<file path="src/rtl/dbuf_uart_pkg.sv">
package dbuf_uart_pkg;
  typedef enum logic [2:0] {
    ST_IDLE,
    ST_START,
    ST_DATA,
    ST_BIT9,
    ST_STOP
  } tx_state_e;
endpackage

</file>
<file path="src/rtl/tx_bit_timer.sv">
module tx_bit_timer #(
  parameter int TICKS_PER_BIT = 16
) (
  input  logic clk_i,
  input  logic rst_ni,
  input  logic run_i,
  input  logic tick_i,
  output logic bit_done_o
);
  localparam int TICK_W = (TICKS_PER_BIT > 1) ? $clog2(TICKS_PER_BIT) : 1;
  localparam logic [TICK_W-1:0] LAST_TICK = TICK_W'(TICKS_PER_BIT - 1);

  logic [TICK_W-1:0] cnt_q;

  assign bit_done_o = run_i && tick_i && (cnt_q == LAST_TICK);

  always_ff @(posedge clk_i or negedge rst_ni) begin
    if (!rst_ni)              cnt_q <= '0;
    else if (!run_i)          cnt_q <= '0;
    else if (tick_i)          cnt_q <= (cnt_q == LAST_TICK) ? '0 : cnt_q + 1'b1;
  end

  // count only advances on a strobe
  assert_tick_hold_R4: assert property (@(posedge clk_i) disable iff (!rst_ni)
    (run_i && !tick_i) |=> $stable(cnt_q));
endmodule

</file>
<file path="src/rtl/tx_hold_buf.sv">
module tx_hold_buf #(
  parameter int DATA_W = 8
) (
  input  logic              clk_i,
  input  logic              rst_ni,
  input  logic              wr_i,
  input  logic [DATA_W-1:0] wr_data_i,
  input  logic              wr_b9_i,
  input  logic              take_i,
  output logic              full_o,
  output logic [DATA_W-1:0] data_o,
  output logic              b9_o
);
  always_ff @(posedge clk_i or negedge rst_ni) begin
    if (!rst_ni) begin
      full_o <= 1'b0;
      data_o <= '0;
      b9_o   <= 1'b0;
    end else begin
      if (wr_i) begin
        full_o <= 1'b1;
        data_o <= wr_data_i;
        b9_o   <= wr_b9_i;
      end else if (take_i) begin
        full_o <= 1'b0;
      end
    end
  end

  // held character and its ninth bit are frozen until a new write
  assert_hold_stable_R8: assert property (@(posedge clk_i) disable iff (!rst_ni)
    (full_o && !wr_i) |=> ($stable(data_o) && $stable(b9_o)));
endmodule

</file>
<file path="src/rtl/tx_flag.sv">
module tx_flag (
  input  logic clk_i,
  input  logic rst_ni,
  input  logic set_i,
  input  logic clr_i,
  output logic q_o
);
  always_ff @(posedge clk_i or negedge rst_ni) begin
    if (!rst_ni)     q_o <= 1'b0;
    else if (set_i)  q_o <= 1'b1;
    else if (clr_i)  q_o <= 1'b0;
  end

  assert_set_wins_R12: assert property (@(posedge clk_i) disable iff (!rst_ni)
    set_i |=> q_o);
  assert_clear_R12: assert property (@(posedge clk_i) disable iff (!rst_ni)
    (!set_i && clr_i) |=> !q_o);
endmodule

</file>
<file path="src/rtl/tx_shift_fsm.sv">
module tx_shift_fsm
  import dbuf_uart_pkg::*;
#(
  parameter int DATA_W = 8
) (
  input  logic              clk_i,
  input  logic              rst_ni,
  input  logic              bit_done_i,
  input  logic              frame9_i,
  input  logic              live_b9_sel_i,
  input  logic              live_b9_i,
  input  logic              load_i,
  input  logic [DATA_W-1:0] load_data_i,
  input  logic              load_b9_i,
  output logic              busy_o,
  output logic              frame_end_o,
  output logic              txd_o
);
  localparam int BIT_W = (DATA_W > 1) ? $clog2(DATA_W) : 1;
  localparam logic [BIT_W-1:0] LAST_BIT = BIT_W'(DATA_W - 1);

  tx_state_e         state_q;
  logic [DATA_W-1:0] shreg_q;
  logic [BIT_W-1:0]  bit_cnt_q;
  logic              b9_q;
  logic              start_new;

  assign busy_o      = (state_q != ST_IDLE);
  assign frame_end_o = (state_q == ST_STOP) && bit_done_i;
  assign start_new   = load_i && ((state_q == ST_IDLE) || frame_end_o);

  always_ff @(posedge clk_i or negedge rst_ni) begin
    if (!rst_ni) begin
      state_q   <= ST_IDLE;
      shreg_q   <= '0;
      bit_cnt_q <= '0;
      b9_q      <= 1'b0;
    end else if (start_new) begin
      state_q   <= ST_START;
      shreg_q   <= load_data_i;
      bit_cnt_q <= '0;
      b9_q      <= load_b9_i;
    end else if (bit_done_i) begin
      unique case (state_q)
        ST_START: state_q <= ST_DATA;
        ST_DATA: begin
          shreg_q <= shreg_q >> 1;
          if (bit_cnt_q == LAST_BIT) state_q <= frame9_i ? ST_BIT9 : ST_STOP;
          else                       bit_cnt_q <= bit_cnt_q + 1'b1;
        end
        ST_BIT9: state_q <= ST_STOP;
        ST_STOP: state_q <= ST_IDLE;
        default: state_q <= ST_IDLE;
      endcase
    end
  end

  always_comb begin
    unique case (state_q)
      ST_START: txd_o = 1'b0;
      ST_DATA:  txd_o = shreg_q[0];
      ST_BIT9:  txd_o = live_b9_sel_i ? live_b9_i : b9_q;
      default:  txd_o = 1'b1;
    endcase
  end

  // line only moves at bit boundaries (live ninth bit excepted)
  assert_line_steady_R4: assert property (@(posedge clk_i) disable iff (!rst_ni)
    (busy_o && !bit_done_i && !(state_q == ST_BIT9 && live_b9_sel_i)) |=> $stable(txd_o));
endmodule

</file>
<file path="src/rtl/dbuf_uart_tx.sv">
module dbuf_uart_tx #(
  parameter int DATA_W        = 8,
  parameter int TICKS_PER_BIT = 16
) (
  input  logic              clk_i,
  input  logic              rst_ni,
  input  logic              baud_tick_i,
  input  logic              dbuf_en_i,
  input  logic              frame9_i,
  input  logic              bit9_i,
  input  logic              wr_i,
  input  logic [DATA_W-1:0] wr_data_i,
  input  logic              flag_clr_i,
  output logic              txd_o,
  output logic              irq_o,
  output logic              hold_ready_o,
  output logic              overrun_o
);
  logic              busy, idle, bit_done, frame_end;
  logic              hold_full, hold_b9, hold_wr, take;
  logic [DATA_W-1:0] hold_data;
  logic              sh_load, sh_b9, irq_set, ovr_set;
  logic [DATA_W-1:0] sh_data;

  assign idle    = !busy;
  // holding register empties when shifter is idle or ends a stop bit
  assign take    = dbuf_en_i && hold_full && (idle || frame_end);
  assign hold_wr = dbuf_en_i && wr_i && (!hold_full || take);

  assign sh_load = dbuf_en_i ? take      : (wr_i && idle);
  assign sh_data = dbuf_en_i ? hold_data : wr_data_i;
  assign sh_b9   = dbuf_en_i ? hold_b9   : bit9_i;

  assign irq_set = dbuf_en_i ? take : frame_end;
  assign ovr_set = wr_i && (dbuf_en_i ? !hold_wr : !idle);

  assign hold_ready_o = dbuf_en_i ? !hold_full : idle;

  tx_bit_timer #(.TICKS_PER_BIT(TICKS_PER_BIT)) u_timer (
    .clk_i      (clk_i),
    .rst_ni     (rst_ni),
    .run_i      (busy),
    .tick_i     (baud_tick_i),
    .bit_done_o (bit_done)
  );

  tx_hold_buf #(.DATA_W(DATA_W)) u_hold (
    .clk_i     (clk_i),
    .rst_ni    (rst_ni),
    .wr_i      (hold_wr),
    .wr_data_i (wr_data_i),
    .wr_b9_i   (bit9_i),
    .take_i    (take),
    .full_o    (hold_full),
    .data_o    (hold_data),
    .b9_o      (hold_b9)
  );

  tx_shift_fsm #(.DATA_W(DATA_W)) u_fsm (
    .clk_i         (clk_i),
    .rst_ni        (rst_ni),
    .bit_done_i    (bit_done),
    .frame9_i      (frame9_i),
    .live_b9_sel_i (!dbuf_en_i),
    .live_b9_i     (bit9_i),
    .load_i        (sh_load),
    .load_data_i   (sh_data),
    .load_b9_i     (sh_b9),
    .busy_o        (busy),
    .frame_end_o   (frame_end),
    .txd_o         (txd_o)
  );

  tx_flag u_irq (
    .clk_i  (clk_i),
    .rst_ni (rst_ni),
    .set_i  (irq_set),
    .clr_i  (flag_clr_i),
    .q_o    (irq_o)
  );

  tx_flag u_ovr (
    .clk_i  (clk_i),
    .rst_ni (rst_ni),
    .set_i  (ovr_set),
    .clr_i  (flag_clr_i),
    .q_o    (overrun_o)
  );

  assert_chain_R9: assert property (@(posedge clk_i) disable iff (!rst_ni)
    (dbuf_en_i && hold_full && frame_end) |=> !txd_o);
  assert_single_start_R5: assert property (@(posedge clk_i) disable iff (!rst_ni)
    (!dbuf_en_i && wr_i && idle) |=> !txd_o);
  assert_overrun_R11: assert property (@(posedge clk_i) disable iff (!rst_ni)
    (dbuf_en_i && wr_i && hold_full && !take) |=> overrun_o);
  assert_ready_R10: assert property (@(posedge clk_i) disable iff (!rst_ni)
    hold_wr |=> (!dbuf_en_i || !hold_ready_o));
endmodule

</file>
<file path="config.mk">
export PLATFORM = sky130hd
export DESIGN_NAME = dbuf_uart_tx
export DESIGN_NICKNAME = d
export VERILOG_FILES = /design/src/rtl/dbuf_uart_pkg.sv /design/src/rtl/tx_bit_timer.sv /design/src/rtl/tx_hold_buf.sv /design/src/rtl/tx_flag.sv /design/src/rtl/tx_shift_fsm.sv /design/src/rtl/dbuf_uart_tx.sv
export SDC_FILE = /design/constraint.sdc
export NUM_CORES = 1
export LEC_CHECK = 0
export ABC_AREA = 1
export BUFFER_PORTS_ARGS = -buffer_cell sky130_fd_sc_hd__buf_2
export CORE_MARGIN = 4
export CORE_UTILIZATION = 31
export CTS_CLUSTER_DIAMETER = 40
export DETAILED_ROUTE_END_ITERATION = 7
export SYNTH_ARGS = -nofsm -noshare
export SYNTH_HDL_FRONTEND = slang
export SYNTH_HIERARCHICAL = 1
export SYNTH_SLANG_ARGS = --single-unit
export TNS_END_PERCENT = 100
</file>
<file path="constraint.sdc">
create_clock -name clk_i -period 2.6 [get_ports clk_i]
set_input_delay 0.26 -clock clk_i [delete_from_list [all_inputs] [get_ports clk_i]]
set_output_delay 0.26 -clock clk_i [all_outputs]
set_load 0.03 [all_outputs]
</file>
Word-level counts from Yosys, hierarchy flattened
Cells that the tools add are included.
Word-level totals
  register bits: 31
  bits of input ports: 16
  output and inout bits: 4
  logic and storage cells: 75
Operators by class
  $add $sub $neg: 2
  equality and inequality tests: 9
  mux-type cells: 28
  reduce and logical (&&, ||, !) cells: 26
Operator list (number)
  two-way mux 8 bit: 4
  two-way mux 3 bit: 8
  two-way mux 4 bit: 3
  two-way mux 1 bit: 11
  logical AND 1 bit: 10
  nonzero test 2 bit: 5
  case mux 3 bit (3 select lines): 1
  == test 3 x 2 -> 1 bit (second input constant): 2
  == test 3 bit (second input constant): 2
  adder 4 x 1 -> 4 bit (second input constant): 1
  == test 4 bit (second input constant): 1
  AND reduction 2 bit: 2
  adder 3 x 1 -> 3 bit (second input constant): 1
  == test 3 x 1 -> 1 bit (second input constant): 1
  logical NOT 1 bit: 3
  logical NOT 3 bit: 1
  logical OR 1 bit: 3
  inequality test 3 x 1 -> 1 bit (second input constant): 1
  case mux 1 bit (3 select lines): 1
  AND reduction 3 bit: 1
  nonzero test 3 bit: 1
  inequality test 2 x 1 -> 1 bit (second input constant): 1
  inequality test 2 bit (second input constant): 1

Depth between registers and ports, before layout
  depth in word-level cells: 12
  mapped depth: 15
  mapped depth without buffers: 15

Cells and area by module
Netlist, hierarchy kept.
By module, submodules not included
  tx_shift_fsm: instances 1, cells each 117, area an instance 860.8 um^2, seq. area each 375.4 um^2
  tx_hold_buf: instances 1, cells each 42, area an instance 377.9 um^2, seq. area each 250.2 um^2
  dbuf_uart_tx: instances 1, cells each 47, area an instance 215.2 um^2, seq. area each 0.0 um^2
  tx_bit_timer: instances 1, cells each 29, area an instance 215.2 um^2, seq. area each 100.1 um^2
  tx_flag: instances 2, cells each 5, area an instance 40.0 um^2, seq. area each 25.0 um^2

Worst setup path before layout
OpenSTA, ideal clock, no wires.
  kind: reg2reg
  from: reg u_fsm.state_q[0]
  to: reg u_fsm.shreg_q[0]
  library setup time: 0.119 ns
  arrival time: 2.131 ns
  data required time: 2.481 ns
  slack: 0.351 ns
  cell stages (with the launch flop): 16
  path buffers: 0
  clock period less this slack: 2.249 ns
  cells stage by stage: dfrtp_1 > nor2_2 > nand2_1 > nand2_1 > nor2_1 > inv_2 > nor3_1 > inv_1 > nand2_1 > nand3_4 > nand2_1 > inv_1 > nor2_4 > nor2_4 > nand2_1 > nand2_1
On the way
  cells in the longest elaborated chain, start to end: 10
  elaborated cells between the ends (all ways): 18
  those cells by class: 2 x eq/ne; 2 x mux; 14 x reduce/logical
RTL lines
  from (decl): RTL line tx_shift_fsm.sv:22  | tx_state_e state_q;
  from (signal assigned): RTL line tx_shift_fsm.sv:48  | if (bit_cnt_q == LAST_BIT) state_q <= frame9_i ? ST_BIT9 : ST_STOP;
  nonzero test 3 bit *: RTL line tx_shift_fsm.sv:28  | assign busy_o = (state_q != ST_IDLE);
  via busy: RTL line dbuf_uart_tx.sv:19  | logic busy, idle, bit_done, frame_end;
  logical AND 1 bit * (2 in series): RTL line tx_bit_timer.sv:15  | assign bit_done_o = run_i && tick_i && (cnt_q == LAST_TICK);
  via bit_done: RTL line dbuf_uart_tx.sv:19
  logical AND 1 bit *: RTL line tx_shift_fsm.sv:29  | assign frame_end_o = (state_q == ST_STOP) && bit_done_i;
  via frame_end: RTL line dbuf_uart_tx.sv:19
  logical OR 1 bit *: RTL line dbuf_uart_tx.sv:27  | assign take = dbuf_en_i && hold_full && (idle || frame_end);
  logical AND 1 bit *: RTL line dbuf_uart_tx.sv:27
  two-way mux 1 bit *: RTL line dbuf_uart_tx.sv:30  | assign sh_load = dbuf_en_i ? take : (wr_i && idle);
  via sh_load: RTL line dbuf_uart_tx.sv:22  | logic sh_load, sh_b9, irq_set, ovr_set;
  logical AND 1 bit *: RTL line tx_shift_fsm.sv:30  | assign start_new = load_i && ((state_q == ST_IDLE) || frame_end_o);
  nonzero test 2 bit (no source line)
  AND reduction 2 bit (no source line)
  to (signal assigned): RTL line tx_shift_fsm.sv:40  | shreg_q <= load_data_i;
  to (signal assigned): RTL line tx_shift_fsm.sv:47  | shreg_q <= shreg_q >> 1;
  to (decl): RTL line tx_shift_fsm.sv:23  | logic [DATA_W-1:0] shreg_q;
The timed path passes the listed nets; every way through them passes the cells marked *.
A chain may end at the register's enable or synchronous reset.

Worst setup path in the final report
  from: reg u_fsm.state_q[1]
  to: reg u_fsm.shreg_q[0]
The elaborated chain is that of the path after synthesis.

==> flow_metrics.env <==
export IMPL_outcome="finished clean"
export IMPL_synth_most_common_cell="nand2_1"
export IMPL_cts_resized_gates=0
export IMPL_path_clk_slew_ns=0.06
export IMPL_cts_buffers=5
export IMPL_timing_setup_tns_ns=0
export IMPL_row_count=27
export IMPL_clockPowerShare=0.188
export IMPL_io_buffers=19
export IMPL_max_freq_mhz=445.1
export IMPL_wl_per_cell_um=10.30
export IMPL_core_um2=5473
export IMPL_cts_root_buffer="clkbuf_8"
export IMPL_grt_max_degree=32
export IMPL_die_w_um=83.12
export IMPL_yosys_warnings=6
export IMPL_synth_seq_cells=31
export IMPL_dieArea_um2=6908
export IMPL_drv_slew=0
export IMPL_cp_end_kind="register"
export IMPL_period_minus_slack_ns=2.246
export IMPL_wirelength_um=3524
export IMPL_fin_nets=290
export IMPL_sw_frac_of_total=0.4108
export IMPL_finalCritPeriodShare=0.8640
export IMPL_worstSetupStartpoint="u_fsm/state_q[1]"
export IMPL_reg2reg_setup_slack_ns=0.35
export IMPL_rsz0062_at_grt="false"
export IMPL_vias=1489
export IMPL_drt_iter0_drc=75
export IMPL_syn_avg_cell_area_um2=7.140
export IMPL_syn_nets=264
export IMPL_grt_pass1_vias=1385
export IMPL_htree_levels=2
export IMPL_timing_rr_start="u_fsm/state_q[1]"
export IMPL_antenna_found_initial=0
export IMPL_antenna_cells=0
export IMPL_synthTopCellsByCount="nand2_1 (117), dfrtp_1 (31), inv_1 (28)"
export IMPL_tightest_slew_ns=0.7038
export IMPL_hold_path_class="primary input to asynchronous set/reset pin"
export IMPL_reg2reg_to="u_fsm/shreg_q[0]"
export IMPL_drc=0
export IMPL_initial_core_util=0.3196
export IMPL_slew_headroom=0.5308
export IMPL_critPathArrivalTime_ns=2.42
export IMPL_hold_viol=0
export IMPL_crit_type="register to register"
export IMPL_area_growth_pct=14.09
export IMPL_cts_sinks=31
export IMPL_internal_power_mw=1.089
export IMPL_leakage_nw=1.124
export IMPL_gp_congestion=0.7649
export IMPL_maxCapViolations=0
export IMPL_skew_ns=0.003613
export IMPL_synth_main_ff_cell="dfrtp_1"
export IMPL_synthCells=245
export IMPL_dr_pass1_iters=4
export IMPL_overflow=0
export IMPL_powerDensity_nw_per_um2=926.3
export IMPL_fp_dieH_um=83.12
export IMPL_cts_buffer_depth=2
export IMPL_synthesis_area_um2=1749
export IMPL_peakVddDrop_v=0.0004072
export IMPL_setup_viol=0
export IMPL_synth_edf_count=0
export IMPL_pwr_share_comb=0.396
export IMPL_yosysTopAreaCell="dfrtp_1"
export IMPL_drive_gt1_frac=0.1556
export IMPL_hpwl_um=2596
export IMPL_grt_pass1_wl_um=6375
export IMPL_total_power_mw=1.849
export IMPL_async_flop_share=1.000
export IMPL_critPathLaunchType="register"
export IMPL_drt_vias_per_instance=4.354
export IMPL_crit_fanout=7
export IMPL_synthTopCellsByArea="dfrtp_1 (44%), nand2_1 (25%), inv_1 (6.0%)"
export IMPL_synth_top_area_share=0.4435
export IMPL_crit_required_ns=2.77
export IMPL_clk_insertion_delay_late_ns=0.28
export IMPL_pwr_share_seq=0.416
export IMPL_ys_seq_area_frac=0.4435
export IMPL_grt_usage=0.1132
export IMPL_r2r_cells=15
export IMPL_switchingPower_mw=0.7594
export IMPL_synth_cell_types=25
export IMPL_cts_tree="yes"
export IMPL_drtAntennaViolNets=0
export IMPL_ioPinCount=20
-- metrics by stage --
stage	utilization	hold slack, ns	instances	cell area (µm²)	setup WS [ns]
5_1_grt	0.3647	0.07766	342	1996	0.03886
4_1_cts	0.3633	0.04700	341	1988	0.2189
3_5_place_dp	0.3500	0.3599	335	1916	0.2450
6_report	0.3647	0.02222	342	1996	0.3535
2_1_floorplan	-	-0.03559	245	1749	0.3509
3_3_place_gp	0.3500	0.3664	335	1916	0.3301
-- cell families (layout without fill, tap and decap cells) --
| group | Yosys count | in the layout | synth area share |
|---|---|---|---|
| and+or+nand+nor | 163 | 163 | 0.4013 |
| adders and majority gates | 3 | 3 | 0.02146 |
| AOI/OAI and AO/OA | 10 | 10 | 0.03362 |
| xor gates and xnor gates | 1 | 1 | 0.005008 |
| DFF | 31 | 31 | 0.4435 |
| buffers and inverters | 37 | 62 | 0.09513 |
-- how the worst max path moves through the flow --
stage	endpoint	slack [ns]	cells past startpoint
floorplan	u_fsm/shreg_q[0]	0.35	15
global placement	u_fsm/state_q[2]	0.33	14
detailed placement	u_fsm/state_q[2]	0.24	14
CTS	u_fsm/state_q[1]	0.22	14
global route	u_fsm/shreg_q[1]	0.04	15
finish	u_fsm/shreg_q[0]	0.35	15
-- state kept, by name, summed over array words and instances (netlist names) --
name	cells
u_timer/cnt_q	4
u_hold/full_o	1
u_fsm/state_q	3
u_hold/b9_o	1
u_hold/data_o	8
u_fsm/b9_q	1
u_fsm/shreg_q	8
u_fsm/bit_cnt_q	3
u_irq/q_o	1
u_ovr/q_o	1
-- power groups by stage --
stage          Clock (mW)  Sequential (mW)  Combinational [mW]
3_3_place_gp            0            0.771               0.729
4_1_cts             0.369            0.769               0.733
5_1_grt             0.384            0.797               0.854
3_5_place_dp            0            0.774               0.734
6_report            0.348            0.768               0.733
2_1_floorplan           0            0.786               0.548
-- critical path: stages (launching register included) --
cell and delay (ns):
dfrtp_1 0.41, nor2_2 0.08, nand2_1 0.16, nand2_1 0.11, nor2_1 0.17, inv_2 0.07, nor3_1 0.23, inv_1 0.09
nand2_1 0.11, nand3_4 0.07, nand2_1 0.09, inv_1 0.11, nor2_4 0.23, nor2_4 0.07, nand2_1 0.07, nand2_1 0.05
-- area by class of cell --
class | instances | area, µm²
Multi-Input combinational cell | 177 | 807.0
Sequential cell | 31 | 775.7
Clock buffer | 6 | 72.57
Tap cell | 72 | 90.09
Inverter | 33 | 125.1
Timing Repair Buffer | 23 | 125.1
Fill cell | 590 | 3477
-- what timing repair did --
item                                    4_1_cts  5_1_grt
hold buffers                                  0        0
endpoints found under the setup margin        0        9
setup buffers                                 0        1
-- per-layer routing --
layer / share of wire / up-vias / global-route usage
met3: 0.047 / 4 / 0.02579
met1: 0.50 / 667 / 0.1524
met4: 0.011 / 0 / 0.06241
li1: - / 793 / -
met5: 0 / - / 0
met2: 0.44 / 25 / 0.1669
-- cell usage in the layout, fill, tap and decap left out --
cell type	n
nand2_1	117
dfrtp_1	31
inv_1	28
buf_2	19
nand3_1	18
nor2_1	13
clkbuf_8	5
nor3_1	5
inv_2	4
o21ai_0	4
buf_4	4
ha_1	3
nand2_2	2
a21oi_1	2
nand4_1	2
nor2_4	2
nand3_4	1
o21bai_1	1
clkbuf_1	1
nor2_2	1
o21ai_2	1
nor3_4	1
nand2_4	1
o211ai_1	1
clkinv_2	1
xnor2_1	1
o21ai_1	1
Power figures use the tool's default switching activity.
